`src/rtl/otp_wr_pkg.sv`:
```
// Package: shared state encoding, command codes and the CRC16 byte step
// for the OTP write sequencer. Assumes reflected CRC16 arithmetic.
package otp_wr_pkg;

    typedef enum logic [3:0] {
        S_IDLE, S_ADDR_LO, S_ADDR_HI, S_DATA,
        S_CRC_LO, S_CRC_HI, S_WAIT_PROG, S_READBACK, S_HALT
    } seq_state_t;

    localparam logic [7:0]  CMD_WR_DATA   = 8'h0F;
    localparam logic [7:0]  CMD_WR_STAT   = 8'h55;
    localparam logic [7:0]  VOL_CONFIRM   = 8'hFF;
    localparam logic [15:0] CRC_POLY_REFL = 16'hA001;

    // Shift one byte into the CRC, least significant bit first.
    function automatic logic [15:0] crc16_step(input logic [15:0] c_in,
                                               input logic [7:0]  b);
        logic [15:0] c;
        logic        fb;
        c = c_in;
        for (int i = 0; i < 8; i++) begin
            fb = c[0] ^ b[i];
            c  = c >> 1;
            if (fb) c = c ^ CRC_POLY_REFL;
        end
        return c;
    endfunction

endpackage

```
`src/rtl/otp_crc16.sv`:
```
// Running CRC16 register. Clears, absorbs one byte, or reseeds itself
// from a 16-bit address (low byte first) in one cycle.
// Assumes at most one of ld_addr / upd is meaningful per cycle; ld_addr wins.
module otp_crc16
    import otp_wr_pkg::*;
(
    input  logic        clk,
    input  logic        rst_n,
    input  logic        clr,
    input  logic        upd,
    input  logic [7:0]  din,
    input  logic        ld_addr,
    input  logic [15:0] addr,
    output logic [15:0] crc
);

    // Update the CRC register according to the control strobes.
    always_ff @(posedge clk) begin
        if (!rst_n)
            crc <= 16'h0000;
        else if (ld_addr)
            crc <= crc16_step(crc16_step(16'h0000, addr[7:0]), addr[15:8]);
        else if (upd)
            crc <= crc16_step(clr ? 16'h0000 : crc, din);
        else if (clr)
            crc <= 16'h0000;
    end

endmodule

```
`src/rtl/otp_store.sv`:
```
// Target storage: data EPROM array, status EPROM bytes and one volatile
// status register. EPROM writes only clear bits; the volatile register is
// overwritten. Read port is combinational on the current address.
// Assumes STAT_EPROM >= 2 and DATA_BYTES a power of two.
module otp_store #(
    parameter int DATA_BYTES = 128,
    parameter int STAT_EPROM = 7
) (
    input  logic        clk,
    input  logic        rst_n,
    input  logic        we,
    input  logic        sel_stat,
    input  logic [15:0] addr,
    input  logic [7:0]  wdata,
    output logic [7:0]  rdata,
    output logic        is_vol,
    output logic        at_end
);

    localparam int DIDX_W = $clog2(DATA_BYTES);
    localparam int SIDX_W = $clog2(STAT_EPROM);

    logic [7:0]        data_mem [DATA_BYTES];
    logic [7:0]        stat_mem [STAT_EPROM];
    logic [7:0]        vol_reg;
    logic [DIDX_W-1:0] didx;
    logic [SIDX_W-1:0] sidx;

    assign didx   = addr[DIDX_W-1:0];
    assign sidx   = addr[SIDX_W-1:0];
    assign is_vol = sel_stat && (addr >= 16'(STAT_EPROM));
    assign at_end = sel_stat ? is_vol : (didx == DIDX_W'(DATA_BYTES - 1));

    // Data EPROM: erased to FFh, commit ANDs the scratchpad in.
    always_ff @(posedge clk) begin
        if (!rst_n) begin
            for (int i = 0; i < DATA_BYTES; i++) data_mem[i] <= 8'hFF;
        end else if (we && !sel_stat) begin
            data_mem[didx] <= data_mem[didx] & wdata;
        end
    end

    // Status EPROM bytes, one cell per location.
    for (genvar g = 0; g < STAT_EPROM; g++) begin : g_stat
        always_ff @(posedge clk) begin
            if (!rst_n)
                stat_mem[g] <= 8'hFF;
            else if (we && sel_stat && !is_vol && sidx == SIDX_W'(g))
                stat_mem[g] <= stat_mem[g] & wdata;
        end
    end

    // Volatile status register: plain overwrite.
    always_ff @(posedge clk) begin
        if (!rst_n)
            vol_reg <= 8'h00;
        else if (we && is_vol)
            vol_reg <= wdata;
    end

    // Read mux for the readback byte.
    always_comb begin
        if (!sel_stat)   rdata = data_mem[didx];
        else if (is_vol) rdata = vol_reg;
        else             rdata = stat_mem[sidx];
    end

endmodule

```
`src/rtl/otp_wr_seq.sv`:
```
// Top: byte-level write command sequencer. Decodes the command, collects
// the address and data, returns the CRC, commits on program pulse (or FFh
// for the volatile register), returns the readback and loops.
// Assumes rx_valid, tx_req, prog_pulse and bus_reset are one-cycle strobes.
module otp_wr_seq
    import otp_wr_pkg::*;
#(
    parameter int DATA_BYTES = 128,
    parameter int STAT_EPROM = 7
) (
    input  logic       clk,
    input  logic       rst_n,
    input  logic       rx_valid,
    input  logic [7:0] rx_byte,
    input  logic       tx_req,
    output logic       tx_valid,
    output logic [7:0] tx_byte,
    input  logic       prog_pulse,
    input  logic       bus_reset,
    output logic       presence
);

    seq_state_t  state;
    logic [15:0] addr;
    logic [7:0]  scratch;
    logic        sel_stat;
    logic [15:0] crc;
    logic        crc_clr, crc_upd, crc_ld, st_we;
    logic [7:0]  rdata;
    logic        is_vol, at_end, cmd_ok, pass_ok;
    logic [15:0] addr_nxt;

    assign cmd_ok   = (rx_byte == CMD_WR_DATA) || (rx_byte == CMD_WR_STAT);
    assign pass_ok  = (rdata == scratch) && !at_end;
    assign addr_nxt = addr + 16'd1;

    otp_crc16 u_crc (
        .clk(clk), .rst_n(rst_n), .clr(crc_clr), .upd(crc_upd),
        .din(rx_byte), .ld_addr(crc_ld), .addr(addr_nxt), .crc(crc)
    );

    otp_store #(.DATA_BYTES(DATA_BYTES), .STAT_EPROM(STAT_EPROM)) u_store (
        .clk(clk), .rst_n(rst_n), .we(st_we), .sel_stat(sel_stat),
        .addr(addr), .wdata(scratch), .rdata(rdata),
        .is_vol(is_vol), .at_end(at_end)
    );

    // Strobes to the CRC and storage for the current state and inputs.
    always_comb begin
        crc_clr = 1'b0;
        crc_upd = 1'b0;
        crc_ld  = 1'b0;
        st_we   = 1'b0;
        if (!bus_reset) begin
            unique case (state)
                S_IDLE:                      if (rx_valid && cmd_ok) begin
                                                 crc_clr = 1'b1;
                                                 crc_upd = 1'b1;
                                             end
                S_ADDR_LO, S_ADDR_HI, S_DATA: crc_upd = rx_valid;
                S_WAIT_PROG:                 st_we = prog_pulse ||
                                                 (rx_valid && is_vol && rx_byte == VOL_CONFIRM);
                S_READBACK:                  crc_ld = tx_req && pass_ok;
                default: ;
            endcase
        end
    end

    // Sequencer state, address, scratchpad and outgoing byte.
    always_ff @(posedge clk) begin
        if (!rst_n) begin
            state    <= S_IDLE;
            addr     <= 16'h0000;
            scratch  <= 8'h00;
            sel_stat <= 1'b0;
            tx_valid <= 1'b0;
            tx_byte  <= 8'h00;
            presence <= 1'b0;
        end else begin
            tx_valid <= 1'b0;
            presence <= 1'b0;
            if (bus_reset) begin
                state    <= S_IDLE;
                presence <= 1'b1;
            end else begin
                unique case (state)
                    S_IDLE: if (rx_valid) begin
                        sel_stat <= (rx_byte == CMD_WR_STAT);
                        state    <= cmd_ok ? S_ADDR_LO : S_HALT;
                    end
                    S_ADDR_LO: if (rx_valid) begin
                        addr[7:0] <= rx_byte;
                        state     <= S_ADDR_HI;
                    end
                    S_ADDR_HI: if (rx_valid) begin
                        addr[15:8] <= rx_byte;
                        state      <= S_DATA;
                    end
                    S_DATA: if (rx_valid) begin
                        scratch <= rx_byte;
                        state   <= S_CRC_LO;
                    end
                    S_CRC_LO: if (tx_req) begin
                        tx_valid <= 1'b1;
                        tx_byte  <= ~crc[7:0];
                        state    <= S_CRC_HI;
                    end
                    S_CRC_HI: if (tx_req) begin
                        tx_valid <= 1'b1;
                        tx_byte  <= ~crc[15:8];
                        state    <= S_WAIT_PROG;
                    end
                    S_WAIT_PROG: begin
                        if (st_we)         state <= S_READBACK;
                        else if (rx_valid) state <= S_HALT;
                    end
                    S_READBACK: if (tx_req) begin
                        tx_valid <= 1'b1;
                        tx_byte  <= rdata;
                        if (pass_ok) begin
                            addr  <= addr_nxt;
                            state <= S_DATA;
                        end else begin
                            state <= S_HALT;
                        end
                    end
                    default: ;
                endcase
            end
        end
    end

endmodule

```
`config.mk`:
```
export PLATFORM = sky130hd
export DESIGN_NAME = otp_wr_seq
export DESIGN_NICKNAME = d
export VERILOG_FILES = /design/src/rtl/otp_wr_pkg.sv /design/src/rtl/otp_crc16.sv /design/src/rtl/otp_store.sv /design/src/rtl/otp_wr_seq.sv
export SDC_FILE = /design/constraint.sdc
export NUM_CORES = 2
export LEC_CHECK = 0
export BUFFER_PORTS_ARGS = -buffer_cell sky130_fd_sc_hd__buf_4
export CAP_MARGIN = 20
export CORE_ASPECT_RATIO = 2
export CORE_UTILIZATION = 57
export DETAILED_ROUTE_END_ITERATION = 8
export PLACE_DENSITY = 0.72
export SLEW_MARGIN = 15
export SYNTH_ARGS = -nofsm -noshare
export SYNTH_HDL_FRONTEND = slang
export SYNTH_SLANG_ARGS = --single-unit
export TNS_END_PERCENT = 50
```
`constraint.sdc`:
```
create_clock -name clk -period 4.8 [get_ports clk]
set_input_delay 0.96 -clock clk [delete_from_list [all_inputs] [get_ports clk]]
set_output_delay 0.96 -clock clk [all_outputs]
set_load 0.005 [all_outputs]
```
### Word level (Yosys, flattened, before mapping)

Memory sizes are Yosys's and may differ from the RTL's. A register that Yosys moved wholly into a read port is not among the register bits.
Index checks and enable logic that the tools add are counted.

| cells by class | value |
|---|---|
| add/subtract/negate cells | 1 |
| multipliers | 0 |
| divide/modulo/power cells | 0 |
| magnitude comparators | 1 |
| equal/unequal tests | 27 |
| shifts and indexed selects | 0 |
| mux-type cells | 152 |
| bitwise gates (word level) | 66 |
| reduce and logical (&&, ||, !) cells | 39 |

Operator list:

| kind | number |
|---|---|
| $mux 16 | 80 |
| $mux 8 | 14 |
| $not 2->3 | 23 |
| $and 8x8->8 | 8 |
| $mux 4 | 11 |
| $mux 1 | 37 |
| $pmux 4 s8 | 1 |
| $pmux 8 s2 | 2 |
| $pmux 8 s3 | 1 |
| $xor 1x1->1 | 23 |
| $mux 7 | 3 |
| $logic_and 1x1->1 | 17 |
| $add 16x1->16 const B | 1 |
| $eq 4x3->1 const B | 4 |
| $ge 16x3->1 const B | 1 |
| $ne 2x2->1 const B | 8 |
| $not 8->8 | 2 |
| $reduce_and 5->1 | 3 |
| $eq 3x3->1 const B | 3 |
| $reduce_and 9->1 | 1 |
| $reduce_or 3->1 | 3 |
| $eq 4x2->1 const B | 2 |
| $eq 8x4->1 const B | 1 |
| $eq 8x7->1 const B | 1 |
| other kinds (21) | 36 |

| storage, ports and cells | value |
|---|---|
| bits in registers | 63 |
| bits in latches | 0 |
| bits in writable memories | 1080 |
| ROM bits | 0 |
| output and inout port bits | 10 |
| word-level logic and storage cells | 298 |
| memories | 2 |

Memory list:

| name | depth | bits a word | read ports | clocked after memory_dff | write ports | RTL line | text |
|---|---|---|---|---|---|---|---|
| u_store.data_mem | 128 | 8 | 1 | 1 | 128 | otp_store.sv:23 | `logic [7:0] data_mem [DATA_BYTES];` |
| u_store.stat_mem | 7 | 8 | 8 | 1 | 7 | otp_store.sv:24 | `logic [7:0] stat_mem [STAT_EPROM];` |

### Logic depth before layout (Yosys ltp)

| logic depth | value |
|---|---|
| depth after elaboration | 70 |
| depth in mapped cells | 20 |
| depth with buffers taken out | 12 |

### Cells and area by module

From an unflattened synthesis, not the netlist that was laid out.

| unflattened totals | value |
|---|---|
| cell total of the unflattened synthesis | 4318 |
| area total of the unflattened synthesis | 52979.6 um^2 |

Modules (own cells, without submodules):

| module | instances | cells an instance | area each (um^2) | seq. area each (um^2) |
|---|---|---|---|---|
| otp_store | 1 | 3795 | 48888.1 | 32591.3 |
| otp_wr_seq | 1 | 336 | 2533.7 | 780.7 |
| otp_crc16 | 1 | 187 | 1557.7 | 320.3 |

### Worst setup path after synthesis

Ideal clock, no wire load.

| path | value |
|---|---|
| path type | flip-flop to flip-flop |
| start point | register with a tool-made name |
| end point | register with a tool-made name |
| setup time | 121 ps |
| arrival time | 3962 ps |
| slack | 717 ps |
| stages on the path, launching flop included | 15 |
| path through | dfxtp_1 buf_2 buf_2 mux4_2 mux4_2 mux4_2 mux2_2 or2_0 a21oi_1 a31oi_1 a2111o_1 nor3_2 buf_4 o21ai_0 a32o_1 |

==> flow_summary_export.csv <==
group,metric,value,unit
global_routing,grt_max_degree,134,
layout,largest_reg_flops,1024,
worst_setup_path,cp.arrival,5.37,ns
detailed_routing,vias_per_cell,6.57,
layout,biggestRegsByFlops,"u_store.data_mem (1024), u_store.stat_mem (56)",
sta,fin_tns_setup,0,ns
clock_tree,cts_buffers,95,
floorplanning,die_width,217,um
clock_tree,path_clk_slew,0.07,ns
layout,area_growth,12.0,%
hold_path,hold_class,"flip-flop to flip-flop",
clock_tree,cts_root_buf,"clkbuf_16",
clock_tree,clockBufferDepth,3,
yosys,synth-simple-area-share,12.5,%
floorplanning,start_util,57.6,%
sta,setup_slack,0.0220,ns
clock_tree,holdBufCountCts,0,
sta,maxSlewHeadroom,28.4,%
global_routing,grt_pass1_wl,242000,um
worst_setup_path,cp_max_fo,26,
yosys,synthCells,4189,
placement,gp_congestion,0.985,
worst_setup_path,crit_path_end_kind,"flip-flop",
floorplanning,rows,157,
worst_setup_path,r2r_setup_slack,0.02,ns
floorplanning,ios,24,
detailed_routing,dr.pass1.iters,6,
sta,drv_slew,0,
floorplanning,fp.dieH,432,um
yosys,synth-xor-area-share,1.33,%
global_routing,antenna_found_initial,6,
yosys,synth_area,52700,um2
yosys,synth_compound_area_share,6.48,%
layout,finalNetCount,4309,
worst_setup_path,cp.required,5.40,ns
hold_path,hold_start,"addr[15]",
floorplanning,core_area,91500,um2
power_and_ir_drop,power_density,327,nW/um2
yosys,ys_types,68,
yosys,yosysWarnings,0,
sta,tightest_slew,1.07,ns
sta,finalHoldViolations,0,
layout,final_common_cell,"nand2_1",
layout,largest_register,"u_store.data_mem",
detailed_routing,routed_wirelength,170000,um
yosys,synthAdderAreaFrac,0.119,%
clock_tree,htree_levels,3,
global_routing,gr-total-overflow,0,
power_and_ir_drop,p_leak,15.1,nW
layout,final_util,64.5,%
outcome,outcome,"complete, no violations",
clock_tree,cts_tree,"built",
sta,min_period,4.78,ns
placement,dp_hpwl,116000,um
layout,fillCellCount,6698,
sta,rsz0062_at_grt,"no",
detailed_routing,ant_nets,0,
yosys,synth-async-reset-ratio,0,%
job,max-cap-violations,0,
clock_tree,clock_sinks,1150,
yosys,synth-seq-cells,1150,
detailed_routing,remaining_drc_errors,0,
layout,mostFrequentLayoutCells,"nand2_1 (1,195), edfxtp_1 (1,080), buf_4 (314)",
sta,setup_viol,0,
yosys,ys_seq_area_share,64.2,%
yosys,synth_mux_area_share,12.6,%
global_routing,grt_use_met2,64.4,%
floorplanning,die-area,93700,um2
power_and_ir_drop,ir_drop,0.307,mV
sta,min_period_over_period,99.5,%
global_routing,use_met3,7.24,%
clock_tree,clk_latency,0.72,ns
worst_setup_path,rr_worst_depth,12,
global_routing,grt_pass1_vias,36140,
detailed_routing,via_count,36544,
sta,fmax,0.209,GHz
yosys,synth-main-ff-cell,"edfxtp_1",
yosys,synth_top_area_cell,"edfxtp_1",
worst_setup_path,worstSetupPathType,"flip-flop to flip-flop",
yosys,synth_area_per_cell,12.6,um2
placement,placed_area,55900,um2
hold_path,whs_path_depth,2,
placement,dp_slack,0.136,ns
sta,finalClockSkew,0.0225,ns
placement,port_buffers,23,
global_routing,grt_usage,36.6,%
detailed_routing,routedWlPerCell,30.6,um
yosys,synthTopCellsByArea,"edfxtp_1 (62%), nand2_1 (8.6%), mux4_2 (6.5%)",
yosys,yosysTopAreaCellShare,61.5,%
layout,design_area,59000,um2
global_routing,met1_usage,35.9,%
yosys,synth_top_family_by_area,"multiplexers",
layout,drive_above_1_share,15.6,%
worst_setup_path,start_kind,"flip-flop",
global_routing,grt_busiest_layer,"met2",
yosys,synth-edff-count,1080,
detailed_routing,initialDrtViolationCount,4268,
hold_path,whs_endpoint,"addr[15]",
yosys,syn-num-nets,4208,
-- where the power goes --
group	leakage (nW)	switching, mW	internal (mW)	total [mW]
Sequential	7.94	0.00532	10.9	10.9
Clock	1.50	3.70	4.25	7.95
Combinational	5.66	0.303	0.125	0.428
-- layout make-up --
class,instances,area [um2],share of cell area (%)
clock buffers,120,2620,4.44
flip-flops and latches,1150,33800,57.3
multi-input cells,2683,17500,29.7
repair buffers,348,3020,5.12
inverters,12,45.0,0.0763
well taps,1192,1490,2.53
clock inverters,54,480,0.814
diodes,5,12.5,0.0212
-- cells by family after synthesis --
kind of cell / Yosys count
buffers and inverters: 356
muxes: 472
and+or+nand+nor: 1612
adders and majority gates: 5
AOI/OAI and AO/OA: 517
xor gates and xnor gates: 77
DFF: 1150
-- Yosys cell counts (14+ instances only) --
master    number
edfxtp_1    1080
a21o_1        57
dfxtp_1       70
o21ai_0      176
mux4_2       153
nand3_1       62
mux2i_1      307
nor2_1       180
and2_1        14
a22oi_1      118
xor2_1        37
and3_1        30
clkbuf_1     257
buf_1         22
buf_2         48
nand4_1       18
a21oi_1       53
nor2b_1       34
nor3_1        14
nand2_1     1201
buf_4         17
xnor2_1       38
-- routing by layer --
metal	up-vias	share of wire [%]
li1	15444	-
met1	18052	29
met2	2319	52
met3	727	8.5
met4	2	11
met5	-	0.0065
-- what timing repair did --
item	4_1_cts	5_1_grt
gates resized for setup	0	0
setup endpoints to repair	0	17
buffers inserted	0	5
-- stage by stage --
stage	hold slack, ns	total power [mW]	instances
after floorplan	0.460	11.4	4189
after global placement	0.475	11.6	5380
after detailed placement	0.487	11.6	5380
after CTS	0.495	19.3	5554
after global routing	0.530	19.6	5560
final	0.499	19.3	5564
-- critical path, stage by stage (launching register included) --
cell	delay, ns
dfxtp_4	0.71
nor2b_1	0.76
a22oi_1	0.18
nand4_1	0.20
nand4_1	0.34
or4_1	0.64
o221a_2	0.30
a211o_1	0.23
a2111o_1	0.41
nor3_4	0.26
buf_12	0.21
o22ai_1	0.10
a32o_1	0.30
-- worst max path at each step --
| stage | start | slack [ns] | cells after the start | endpoint |
|---|---|---|---|---|
| 2_1_floorplan | flip-flop | 0.72 | 14 | flip-flop |
| 4_1_cts | flip-flop | 0.11 | 13 | flip-flop |
| 5_1_grt | flip-flop | 0.05 | 12 | flip-flop |
| 3_5_place_dp | flip-flop | 0.14 | 13 | flip-flop |
| 3_3_place_gp | flip-flop | 0.15 | 13 | flip-flop |
| 6_report | flip-flop | 0.02 | 12 | flip-flop |
Power figures use the tool's default switching activity.
